File: config.mk
export PLATFORM = sky130hd
export DESIGN_NAME = scsi_phase_ctl
export DESIGN_NICKNAME = d
export VERILOG_FILES = /design/src/rtl/scsi_phase_ctl.sv
export SDC_FILE = /design/constraint.sdc
export NUM_CORES = 1
export LEC_CHECK = 0
export BUFFER_PORTS_ARGS = -buffer_cell sky130_fd_sc_hd__buf_2
export CAP_MARGIN = 15
export CORE_AREA = 2 2 39 41
export CTS_CLUSTER_DIAMETER = 50
export CTS_CLUSTER_SIZE = 25
export DETAILED_ROUTE_END_ITERATION = 10
export DIE_AREA = 0 0 41 43
export GPL_TIMING_DRIVEN = 0
export PLACE_DENSITY = 0.75
export SLEW_MARGIN = 20
export SYNTH_ARGS = -nofsm -noshare
export SYNTH_HDL_FRONTEND = slang
export SYNTH_SLANG_ARGS = --single-unit
File: constraint.sdc
create_clock -name clk -period 1.5 [get_ports clk]
set_input_delay 0.3 -clock clk [delete_from_list [all_inputs] [get_ports clk]]
set_output_delay 0.3 -clock clk [all_outputs]
set_load 0.02 [all_outputs]
File: src/rtl/scsi_phase_ctl.sv
module scsi_phase_ctl #(
  parameter int SYNC_STAGES = 2
) (
  input  logic       clk,
  input  logic       rst_n,
  input  logic       wr_en,
  input  logic [7:0] wr_data,
  output logic [7:0] rd_data,
  input  logic       irq_clr,
  input  logic       tgt_mode,
  input  logic       dma_mode,
  input  logic       bus_io_in,
  input  logic       bus_cd_in,
  input  logic       bus_msg_in,
  input  logic       bus_req_in,
  input  logic       bus_ack_in,
  input  logic       dma_start,
  input  logic       dma_last,
  output logic       bus_io_out,
  output logic       bus_cd_out,
  output logic       bus_msg_out,
  output logic       bus_req_out,
  output logic       mismatch_irq,
  output logic       xfer_ok,
  output logic       last_sent
);

  logic [2:0]             phase_q;
  logic                   req_bit_q;
  logic [SYNC_STAGES-1:0] req_sync;
  logic                   req_prev;
  logic                   ack_prev;
  logic                   last_pend;

  wire [2:0] live_phase = {bus_msg_in, bus_cd_in, bus_io_in};
  wire       initiator  = ~tgt_mode;
  wire       req_rise   = req_sync[SYNC_STAGES-1] & ~req_prev;
  wire       ack_rise   = bus_ack_in & ~ack_prev;
  wire       mis_set    = req_rise & initiator & dma_mode & (live_phase != phase_q);
  wire       last_hit   = ack_rise & initiator & dma_mode & (last_pend | dma_last);

  always_ff @(posedge clk) begin
    if (!rst_n) begin
      phase_q   <= '0;
      req_bit_q <= 1'b0;
    end else if (wr_en) begin
      phase_q   <= wr_data[2:0];
      req_bit_q <= wr_data[3];
    end
  end

  always_ff @(posedge clk) begin
    if (!rst_n) begin
      req_sync <= '0;
      req_prev <= 1'b0;
      ack_prev <= 1'b0;
    end else begin
      req_sync <= {req_sync[SYNC_STAGES-2:0], bus_req_in};
      req_prev <= req_sync[SYNC_STAGES-1];
      ack_prev <= bus_ack_in;
    end
  end

  always_ff @(posedge clk) begin
    if (!rst_n)       mismatch_irq <= 1'b0;
    else if (mis_set) mismatch_irq <= 1'b1;
    else if (irq_clr) mismatch_irq <= 1'b0;
  end

  always_ff @(posedge clk) begin
    if (!rst_n || dma_start) begin
      last_sent <= 1'b0;
      last_pend <= 1'b0;
    end else if (last_hit) begin
      last_sent <= 1'b1;
      last_pend <= 1'b0;
    end else if (dma_last && initiator && dma_mode) begin
      last_pend <= 1'b1;
    end
  end

  assign bus_io_out  = tgt_mode & phase_q[0];
  assign bus_cd_out  = tgt_mode & phase_q[1];
  assign bus_msg_out = tgt_mode & phase_q[2];
  assign bus_req_out = tgt_mode & req_bit_q;
  assign xfer_ok     = initiator & (live_phase == phase_q);
  assign rd_data     = {last_sent, 3'b000, req_bit_q, phase_q};

endmodule

After elaboration in Yosys (flattened, before gate mapping)
Index checks and enable logic that the tools add are counted.

word-level totals
  bits in registers = 11

operators by class
  equality and inequality tests = 2
  muxes and demuxes = 2
  bitwise logic cells = 17
  reductions and logical operators = 6

operators by type and width
  kind               number
  $and 1x1->1        13
  $eq 3x3->1         1
  $ne 3x3->1         1
  $not 1->1          3
  $logic_and 1x1->1  2
  $mux 1             2
  $reduce_bool 2->1  1
  $reduce_or 2->1    1
  $logic_not 1->1    1
  $logic_or 1x1->1   1
  $or 1x1->1         1

Longest topological paths before layout
Gate-level depths: netlist of the first run.

  depth in word-level cells = 6
  gate-level depth with buffers = 3

Least setup slack after synthesis of the first run
Ideal clock, no wire load.

  path kind = reg-to-output
  start point = reg phase_q[0]
  end point = out xfer_ok
  arrival time = 1.156 ns
  path slack = 0.044 ns
  cell stages (with the launch flop) = 4
  path buffers = 0
  path through = dfxtp_1 > xnor2_1 > nand2_1 > nor3_1

on the way
  longest elaborated chain between the ends = 2

ends and longest elaborated chain
  what                    RTL line  text
  start, declared         28        logic [2:0] phase_q;
  start signal, assigned  47        phase_q <= wr_data[2:0];
  $eq 3x3->1              86        assign xfer_ok = initiator & (live_phase == phase_q);
  $and 1x1->1             86
  end, declared           24        output logic xfer_ok,

No other way between the ends.

Worst setup path after layout of the first run
  start point = reg phase_q[2]
  end point = out xfer_ok

Same word-level chain as after synthesis.

==> flow_summary.toml, run 1 <==
[critical_path]
cp-startpoint = "phase_q[2]$_SDFFE_PN0P_"
critPathMaxFanout = 4
rr_worst_depth = 3
end_kind = "output port"
worstSetupEndpoint = "xfer_ok"
timing_worst_setup_path_type = "register to output port"
worstPathRequired_ns = 1.20
critPathLaunchType = "register"
critPathArrivalTime_ns = 1.15
r2r-end = "mismatch_irq$_SDFFE_PN0P_"
rr_startpoint = "phase_q[2]$_SDFFE_PN0P_"
reg2reg_slack_ns = 0.61

[outcome]
run_status = "finished, final reports clean"

[routing]
ant_nets = 0
avgRoutedWirePerCell_um = 9.51
drtIter0Drc = 5
drc_errors = 0
vias = 437
routed_via_density = 4.33
route.final.wire_length_um = 961
drt_first_pass_iters = 3

[global_route]
grt_first_pass_wirelength_um = 1580
grt_antenna_before_repair = 0
grt_max_degree = 11
globalRoute.totalOverflow = 0
grt_use_total_pct = 12.8
first_global_vias = 407

[floorplanning]
cell_row_count = 14
io_pins = 36
design.core.area_mm2 = 0.00138
die_x_um = 41
design.die.area_mm2 = 0.00176
initial_utilization_pct = 36.3
dieHeight_um = 43

[clock_tree]
max-clock-path-buffers = 2
tritoncts.num_buffers = 3
cts_sinks = 11
htree_num_levels = 1
clkLatencyLatePin_ns = 0.26
cts_tree = "built"
cts_root_buf = "clkbuf_4"
worst_setup_hold_path_clk_slew_ns = 0.08
post-cts-setup-buffers = 0

[layout]
layoutNonFillerInstCount = 101
fin_area_um2 = 711
final_net_count = 107
drive_above_1_share_pct = 55.3
leading_cell_type_in_the_layout_fill_and_taps_excluded = "buf_2"
layout_common_cells = "buf_2, dfxtp_1, nor2b_1, buf_4"
area_growth_syn_to_layout_pct = 41.3
diodes = 0

[hold_path]
hp-class = "primary input to register"

[sta]
layout_worst_path_cycle_share_pct = 96.5
clock_skew_ns = 0.00267
timing.final.setup_violations = 0
slew_violations = 0
max_freq_mhz = 691
layout_min_cycle_time_ns = 1.45
finalHoldViolCount = 0

[pwr]
power.leakage_nw = 0.375
power-per-cell-area_mw_per_mm2 = 887
peakVddDrop_mv = 0.483

[place]
detailed_place.area_um2 = 666
place.port_buffers = 27
placed_cell_count = 97
gpl.final_weighted_congestion = 0.636

[logic_synthesis]
sequential_fraction_of_the_synthesis_area_pct = 43.8
syn_inst = 52
netlist_area_um2 = 503
post_synth.cell_area_avg_um2 = 9.67
post_synth_num_cell_types = 19
synth-warning-count = 0
postSynthRegisterBits = 11

[job]
max_cap_violations = 0
[synth_stat cells]
library cell / n / area share [%]
xor2_1: 1 / 1.7
nor2_1: 1 / 0.75
and2_2: 4 / 6.0
o21ai_0: 2 / 2.0
a31oi_1: 2 / 2.5
nor2b_1: 5 / 6.2
and2_1: 4 / 5.0
dfxtp_1: 11 / 44
buf_4: 5 / 7.5
and4bb_2: 2 / 5.0
nand2b_1: 1 / 1.2
conb_1: 1 / 0.75
xnor2_1: 2 / 3.5
a21oi_1: 1 / 0.99
mux2i_1: 4 / 8.0
nor3_1: 2 / 2.0
inv_1: 2 / 1.5
clkbuf_2: 1 / 0.99
nand2_1: 1 / 0.75
[kinds of logic (layout without fill, tap and decap cells)]
family,after synthesis,count (layout),share of synthesized area [%]
compound gates,5,5,5.47
xor+xnor,3,3,5.22
buf+inv,8,39,9.95
flops,11,11,43.8
mux,4,4,7.96
other cells,1,3,0.746
simple gates,20,20,26.9
[report_power, final]
| part | switching (mW) | total, mW | internal, mW |
|---|---|---|---|
| Combinational | 0.0570 | 0.114 | 0.0572 |
| Clock | 0.105 | 0.203 | 0.0985 |
| Sequential | 0.00824 | 0.313 | 0.305 |
[stage by stage]
stage / hold WS (ns) / worst slack (ns) / TNS (ns) / total power [mW] / util [%]
after floorplan: 0.412 / 0.0440 / 0 / 0.387 / -
after global placement: 0.415 / 0.257 / 0 / 0.426 / 48.1
after detailed placement: 0.420 / 0.239 / 0 / 0.428 / 48.1
after CTS: 0.234 / 0.000388 / 0 / 0.631 / 50.1
after global routing: 0.235 / -0.0195 / -0.0195 / 0.665 / 51.4
final: 0.238 / 0.0524 / 0 / 0.630 / 51.4
[worst min-delay path by stage]
stage	slack, ns	start	end	cells after the start
2_1_floorplan	0.41	req_sync[0]$_SDFF_PN0_	req_sync[1]$_SDFF_PN0_	1
3_3_place_gp	0.42	req_sync[0]$_SDFF_PN0_	req_sync[1]$_SDFF_PN0_	1
3_5_place_dp	0.42	req_sync[0]$_SDFF_PN0_	req_sync[1]$_SDFF_PN0_	1
4_1_cts	0.23	bus_req_in	req_sync[0]$_SDFF_PN0_	2
5_1_grt	0.24	bus_req_in	req_sync[0]$_SDFF_PN0_	2
6_report	0.24	bus_req_in	req_sync[0]$_SDFF_PN0_	2
[metal layers]
metal	track usage, %	up-vias	part of all wire (%)
li1	-	228	-
met1	15.9	199	41
met2	20.6	10	55
met3	1.57	0	4.0
met4	6.00	0	0
met5	0	-	0
[registers in the layout (all words and copies together), names as in the netlist]
| signal | count |
|---|---|
| req_sync | 2 |
| req_bit_q | 1 |
| phase_q | 3 |
| last_pend | 1 |
| req_prev | 1 |
| mismatch_irq | 1 |
| ack_prev | 1 |
| last_sent | 1 |
[cell type report]
class	count	area, µm²
Inverter	2	7.51
Multi-Input combinational cell	35	255
Tap cell	16	20.0
Buffer	6	42.5
Sequential cell	11	223
Clock buffer	3	22.5
Fill cell	135	673
Clock inverter	1	5.00
Timing Repair Buffer	27	135
[worst max-delay path, stage by stage (launching register included)]
cell,delay [ns]
dfxtp_1,0.34
xor2_1,0.18
nor3_1,0.17
buf_2,0.19
[repair_timing]
item	CTS	global route
pin swaps	2	0
hold buffers	0	0
setup endpoints to repair	1	1
gates resized for setup	0	4
(Power assumes the default switching activity.)
==> inputs of run 2 (changes only) <==
--- a/config.mk
+++ b/config.mk
@@ -7,13 +7,13 @@
 export LEC_CHECK = 0
 export BUFFER_PORTS_ARGS = -buffer_cell sky130_fd_sc_hd__buf_2
 export CAP_MARGIN = 15
-export CORE_AREA = 2 2 39 41
+export CORE_AREA = 2 2 42 44
 export CTS_CLUSTER_DIAMETER = 50
 export CTS_CLUSTER_SIZE = 25
 export DETAILED_ROUTE_END_ITERATION = 10
-export DIE_AREA = 0 0 41 43
+export DIE_AREA = 0 0 44 46
 export GPL_TIMING_DRIVEN = 0
-export PLACE_DENSITY = 0.75
+export PLACE_DENSITY = 0.68
 export SLEW_MARGIN = 20
 export SYNTH_ARGS = -nofsm -noshare
 export SYNTH_HDL_FRONTEND = slang
==> constraint.sdc (replaced) <==
create_clock -name clk -period 1.3 [get_ports clk]
set_input_delay 0.26 -clock clk [delete_from_list [all_inputs] [get_ports clk]]
set_output_delay 0.26 -clock clk [all_outputs]
set_load 0.02 [all_outputs]
==> run 2 against run 1 <==
  * The flow now finishes with violations (setup timing)
  * Via count grew 3.9%
  * Power is 20% higher
  * Worst hold slack got worse by 0.040 ns
  * Cell area up 12%
  * Core utilization down 1.8 points
  * Worst setup slack lost 0.16 ns
  * Cell count increased by 5.0%
  * Critical path type unchanged
==> flow_summary.toml, run 2 (same netlist as run 1, synthesis figures left out) <==
[outcome]
run_status = "complete, but fails checks"
failing_checks = "setup timing"

[place]
gpl.final_weighted_congestion = 0.564
detailed_place_hpwl_um = 820
place.port_buffers = 27
dpl_worst_slack_ns = 0.136

[critical_path]
critPathArrivalTime_ns = 1.15
r2r-end = "phase_q[1]$_SDFFE_PN0P_"
cp-startpoint = "phase_q[0]$_SDFFE_PN0P_"
critPathMaxFanout = 2
timing_worst_setup_path_type = "register to output port"
reg2reg_slack_ns = 0.40
worstSetupEndpoint = "xfer_ok"
end_kind = "output port"
rr_startpoint = "phase_q[1]$_SDFFE_PN0P_"
rr_worst_depth = 4
worstPathRequired_ns = 1.04
critPathLaunchType = "register"

[floorplanning]
design.core.area_mm2 = 0.00161
die_x_um = 44
design.die.area_mm2 = 0.00202
initial_utilization_pct = 31.2
cell_row_count = 15
io_pins = 36
dieHeight_um = 46

[routing]
drtIter0Drc = 6
ant_nets = 0
route.final.wire_length_um = 1210
routed_via_density = 4.28
drt_first_pass_iters = 4
avgRoutedWirePerCell_um = 11.4
drc_errors = 0
vias = 454

[sta]
clock_skew_ns = 0.00165
finalHoldViolCount = 0
max_freq_mhz = 710
layout_min_cycle_time_ns = 1.41
slew_violations = 0
timing.final.setup_violations = 2
fin_ws_ns = -0.108
unrepaired_setup_endpoints_after_global_routing = "true"
fin_tns_setup_ns = -0.191
layout_worst_path_cycle_share_pct = 108

[global_route]
grt_antenna_before_repair = 0
grt_max_degree = 11
globalRoute.totalOverflow = 0
grt_use_total_pct = 12.0
first_global_vias = 417
grt_first_pass_wirelength_um = 1770

[job]
max_cap_violations = 0

[layout]
area_growth_syn_to_layout_pct = 59.0
drive_above_1_share_pct = 60.7
max_ffs_per_register = 3
max_flop_register = "phase_q"
diodes = 0
leading_cell_type_in_the_layout_fill_and_taps_excluded = "buf_2"
biggestRegsByFlops = "phase_q x3, req_sync x2"
final_net_count = 111
layout_common_cells = "buf_2, buf_4, dfxtp_1, nor2b_1, buf_6"

[pwr]
power-per-cell-area_mw_per_mm2 = 949
power.leakage_nw = 0.406
power_uw = 759
peakVddDrop_mv = 0.631

[hold_path]
hp-class = "primary input to register"

[clock_tree]
tritoncts.num_buffers = 3
worst_setup_hold_path_clk_slew_ns = 0.07
htree_num_levels = 1
cts_tree = "built"
clkLatencyLatePin_ns = 0.26
cts_hold_repair.buffers = 0
cts_root_buf = "clkbuf_4"
max-clock-path-buffers = 2
cts_sinks = 11
-- run 2: final cells by class --
type | count | area, µm²
Fill cell | 158 | 815
Inverter | 2 | 7.51
Clock buffer | 3 | 22.5
Clock inverter | 1 | 5.00
Multi-Input combinational cell | 35 | 278
Buffer | 6 | 42.5
Sequential cell | 11 | 226
Timing Repair Buffer | 31 | 196
Tap cell | 17 | 21.3
-- run 2: timing repair --
action	4_1_cts	5_1_grt
pin swaps	2	0
resized for setup	7	14
setup buffers	3	2
endpoints found under the setup margin	1	4
-- run 2: per-stage QoR --
step / hold WS [ns] / area [µm²] / cells / utilization [%]
global route: 0.186 / 800 / 106 / 49.5
floorplan: 0.382 / 515 / 54 / -
detailed placement: 0.422 / 672 / 98 / 41.6
finish: 0.198 / 800 / 106 / 49.5
global placement: 0.416 / 672 / 98 / 41.6
CTS: 0.190 / 746 / 105 / 46.2
-- run 2: report_power, final --
group / switching (mW) / internal [mW] / total [mW]
sequential: 0.00905 / 0.351 / 0.360
clock: 0.116 / 0.114 / 0.229
combinational: 0.0802 / 0.0892 / 0.169
total: 0.205 / 0.554 / 0.759
-- run 2: how the worst min path moves through the flow --
stage,startpoint,end,slack [ns],cells past startpoint
2_1_floorplan,bus_ack_in,ack_prev$_SDFF_PN0_,0.38,1
3_3_place_gp,req_sync[0]$_SDFF_PN0_,req_sync[1]$_SDFF_PN0_,0.42,1
3_5_place_dp,req_sync[0]$_SDFF_PN0_,req_sync[1]$_SDFF_PN0_,0.42,1
4_1_cts,bus_req_in,req_sync[0]$_SDFF_PN0_,0.19,2
5_1_grt,bus_req_in,req_sync[0]$_SDFF_PN0_,0.19,2
6_report,bus_req_in,req_sync[0]$_SDFF_PN0_,0.20,2
-- run 2: layer usage --
metal  GRT usage (%)  vias up  wire, µm
met5               0        -         0
met4            5.45        0         0
met3            1.59        0        68
met2            22.1       16       657
met1            13.6      201       487
li1                -      237         -
-- run 2: critical path, cell delays in order, from the launching register on --
cell and delay, ns:
dfxtp_2 0.34, xnor2_2 0.17, nand2_2 0.09, nor3_2 0.11
buf_4 0.17
==> inputs of run 3 (changes only) <==
--- a/config.mk
+++ b/config.mk
@@ -7,13 +7,14 @@
 export LEC_CHECK = 0
 export BUFFER_PORTS_ARGS = -buffer_cell sky130_fd_sc_hd__buf_2
 export CAP_MARGIN = 15
-export CORE_AREA = 2 2 42 44
+export CORE_AREA = 2 2 41 43
+export CTS_BUF_LIST = sky130_fd_sc_hd__clkbuf_4 sky130_fd_sc_hd__clkbuf_8
 export CTS_CLUSTER_DIAMETER = 50
 export CTS_CLUSTER_SIZE = 25
 export DETAILED_ROUTE_END_ITERATION = 10
-export DIE_AREA = 0 0 44 46
+export DIE_AREA = 0 0 43 45
 export GPL_TIMING_DRIVEN = 0
-export PLACE_DENSITY = 0.68
+export PLACE_DENSITY = 0.71
 export SLEW_MARGIN = 20
 export SYNTH_ARGS = -nofsm -noshare
 export SYNTH_HDL_FRONTEND = slang
==> run 3 against run 2 <==
  * The run still ends with setup timing left
  * Clock power rose by 11%
  * Clock skew fell by 0.0013 ns
  * Critical endpoint unchanged
  * Critical path depth did not move
  * Critical path type unchanged
  * Highest routed layer is now met4
  * Sequential power barely moved
==> flow_summary.toml, run 3 (same netlist as run 1, synthesis figures left out) <==
[critical_path]
critPathArrivalTime_ns = 1.12
worstPathRequired_ns = 1.04
critPathLaunchType = "register"
timing_worst_setup_path_type = "register to output port"
reg2reg_slack_ns = 0.38
end_kind = "output port"
r2r-end = "mismatch_irq$_SDFFE_PN0P_"
critPathMaxFanout = 2
rr_worst_depth = 3
rr_startpoint = "phase_q[2]$_SDFFE_PN0P_"

[pwr]
power-per-cell-area_mw_per_mm2 = 1000
power.leakage_nw = 0.401
power_uw = 771
peakVddDrop_mv = 0.822

[clock_tree]
tritoncts.num_buffers = 3
worst_setup_hold_path_clk_slew_ns = 0.07
cts_tree = "built"
cts_root_buf = "clkbuf_4"
max-clock-path-buffers = 2
cts_sinks = 11
cts_hold_repair.buffers = 0
htree_num_levels = 1
clkLatencyLatePin_ns = 0.26

[sta]
fin_ws_ns = -0.0781
timing.final.setup_violations = 2
unrepaired_setup_endpoints_after_global_routing = "true"
layout_worst_path_cycle_share_pct = 106
finalHoldViolCount = 0
slew_violations = 0
clock_skew_ns = 0.000391
max_freq_mhz = 726
layout_min_cycle_time_ns = 1.38

[layout]
layout.filler_cells = 154
multiInputGateArea_um2 = 262
max_ffs_per_register = 3
leading_cell_type_in_the_layout_fill_and_taps_excluded = "buf_2"
area_growth_syn_to_layout_pct = 52.7
biggestRegsByFlops = "phase_q x3, req_sync x2"
layoutNonFillerInstCount = 105
diodes = 0
layout_common_cells = "buf_2, buf_4, dfxtp_1, nor2b_1"
fin_area_um2 = 768
final_net_count = 111
max_flop_register = "phase_q"
seqCellArea_um2 = 226
drive_above_1_share_pct = 59.6

[routing]
drt_first_pass_iters = 3
vias = 461
drc_errors = 0
ant_nets = 0
route.final.wire_length_um = 1130
avgRoutedWirePerCell_um = 10.7
routed_via_density = 4.39
drtIter0Drc = 6

[hold_path]
hp-class = "primary input to register"
worst_hold_path.endpoint = "req_sync[0]$_SDFF_PN0_"
worst_hold_path.num_cells = 2
hold_path_startpoint = "bus_req_in"

[floorplanning]
die_x_um = 43
design.core.area_mm2 = 0.00147
cell_row_count = 14
initial_utilization_pct = 34.2
design.die.area_mm2 = 0.00194
io_pins = 36
dieHeight_um = 45

[place]
detailed_place_hpwl_um = 771
gpl.final_weighted_congestion = 0.671
detailed_place.area_um2 = 671
place.port_buffers = 27
placed_cell_count = 97

[global_route]
grt_first_pass_wirelength_um = 1750
globalRoute.totalOverflow = 0
grt_antenna_before_repair = 0
grt_max_degree = 11
first_global_vias = 447
grt_use_total_pct = 12.8

[outcome]
failing_checks = "setup timing"
run_status = "complete, but fails checks"

[job]
max_cap_violations = 0
[run 3: cell count changes in the layout (fill, tap and decap cells not counted), sizes merged]
cell / before / now
clkbuf: 4 / 5
clkinv: 1 / 0
[run 3: worst max-delay path by stage]
| stage | startpoint | to | slack [ns] | depth (start not counted) |
|---|---|---|---|---|
| CTS | phase_q[2]$_SDFFE_PN0P_ | xfer_ok | -0.08 | 3 |
| finish | phase_q[1]$_SDFFE_PN0P_ | xfer_ok | -0.08 | 4 |
| global placement | bus_cd_in | xfer_ok | 0.14 | 5 |
| detailed placement | bus_cd_in | xfer_ok | 0.11 | 5 |
| global route | phase_q[0]$_SDFFE_PN0P_ | xfer_ok | -0.14 | 4 |
| floorplan | phase_q[0]$_SDFFE_PN0P_ | xfer_ok | 0.05 | 3 |
[run 3: layout make-up]
type                    instances  share of cell area, %
repair buffers                 31                   23.5
flip-flops and latches         11                   29.5
inverters                       2                  0.977
well taps                      16                   2.61
clock buffers                   4                   3.91
plain buffers                   6                   5.54
multi-input cells              35                   34.0
[run 3: report_power, final]
group | switching (mW) | internal (mW)
Clock | 0.115 | 0.140
Sequential | 0.00911 | 0.351
Combinational | 0.0745 | 0.0825
[run 3: stage by stage]
stage / utilization (%) / hold slack (ns) / worst slack (ns) / setup TNS, ns
floorplan: - / 0.382 / 0.0461 / 0
finish: 52.2 / 0.202 / -0.0781 / -0.0831
global placement: 45.6 / 0.414 / 0.141 / 0
CTS: 50.8 / 0.187 / -0.0768 / -0.115
global route: 52.2 / 0.178 / -0.141 / -0.188
detailed placement: 45.6 / 0.423 / 0.107 / 0
[run 3: metal layers]
layer / track usage (%) / vias up / share of wire [%]
met5: 0 / - / 0
met4: 9.09 / 0 / 1.1
met3: 5.20 / 2 / 8.2
met2: 21.8 / 21 / 52
met1: 12.9 / 201 / 39
li1: - / 237 / -
[run 3: timing repair]
action                                  in CTS  in global routing
pin swaps                                    2                  2
endpoints found under the setup margin       1                  3
buffers inserted                             3                  1
resized for setup                            7                  5
[run 3: worst max-delay path, stage by stage, from the launching register on]
cell and delay [ns]:
dfxtp_4 0.35, xnor2_2 0.15, nand2_1 0.08, nor3_2 0.11
buf_4 0.16
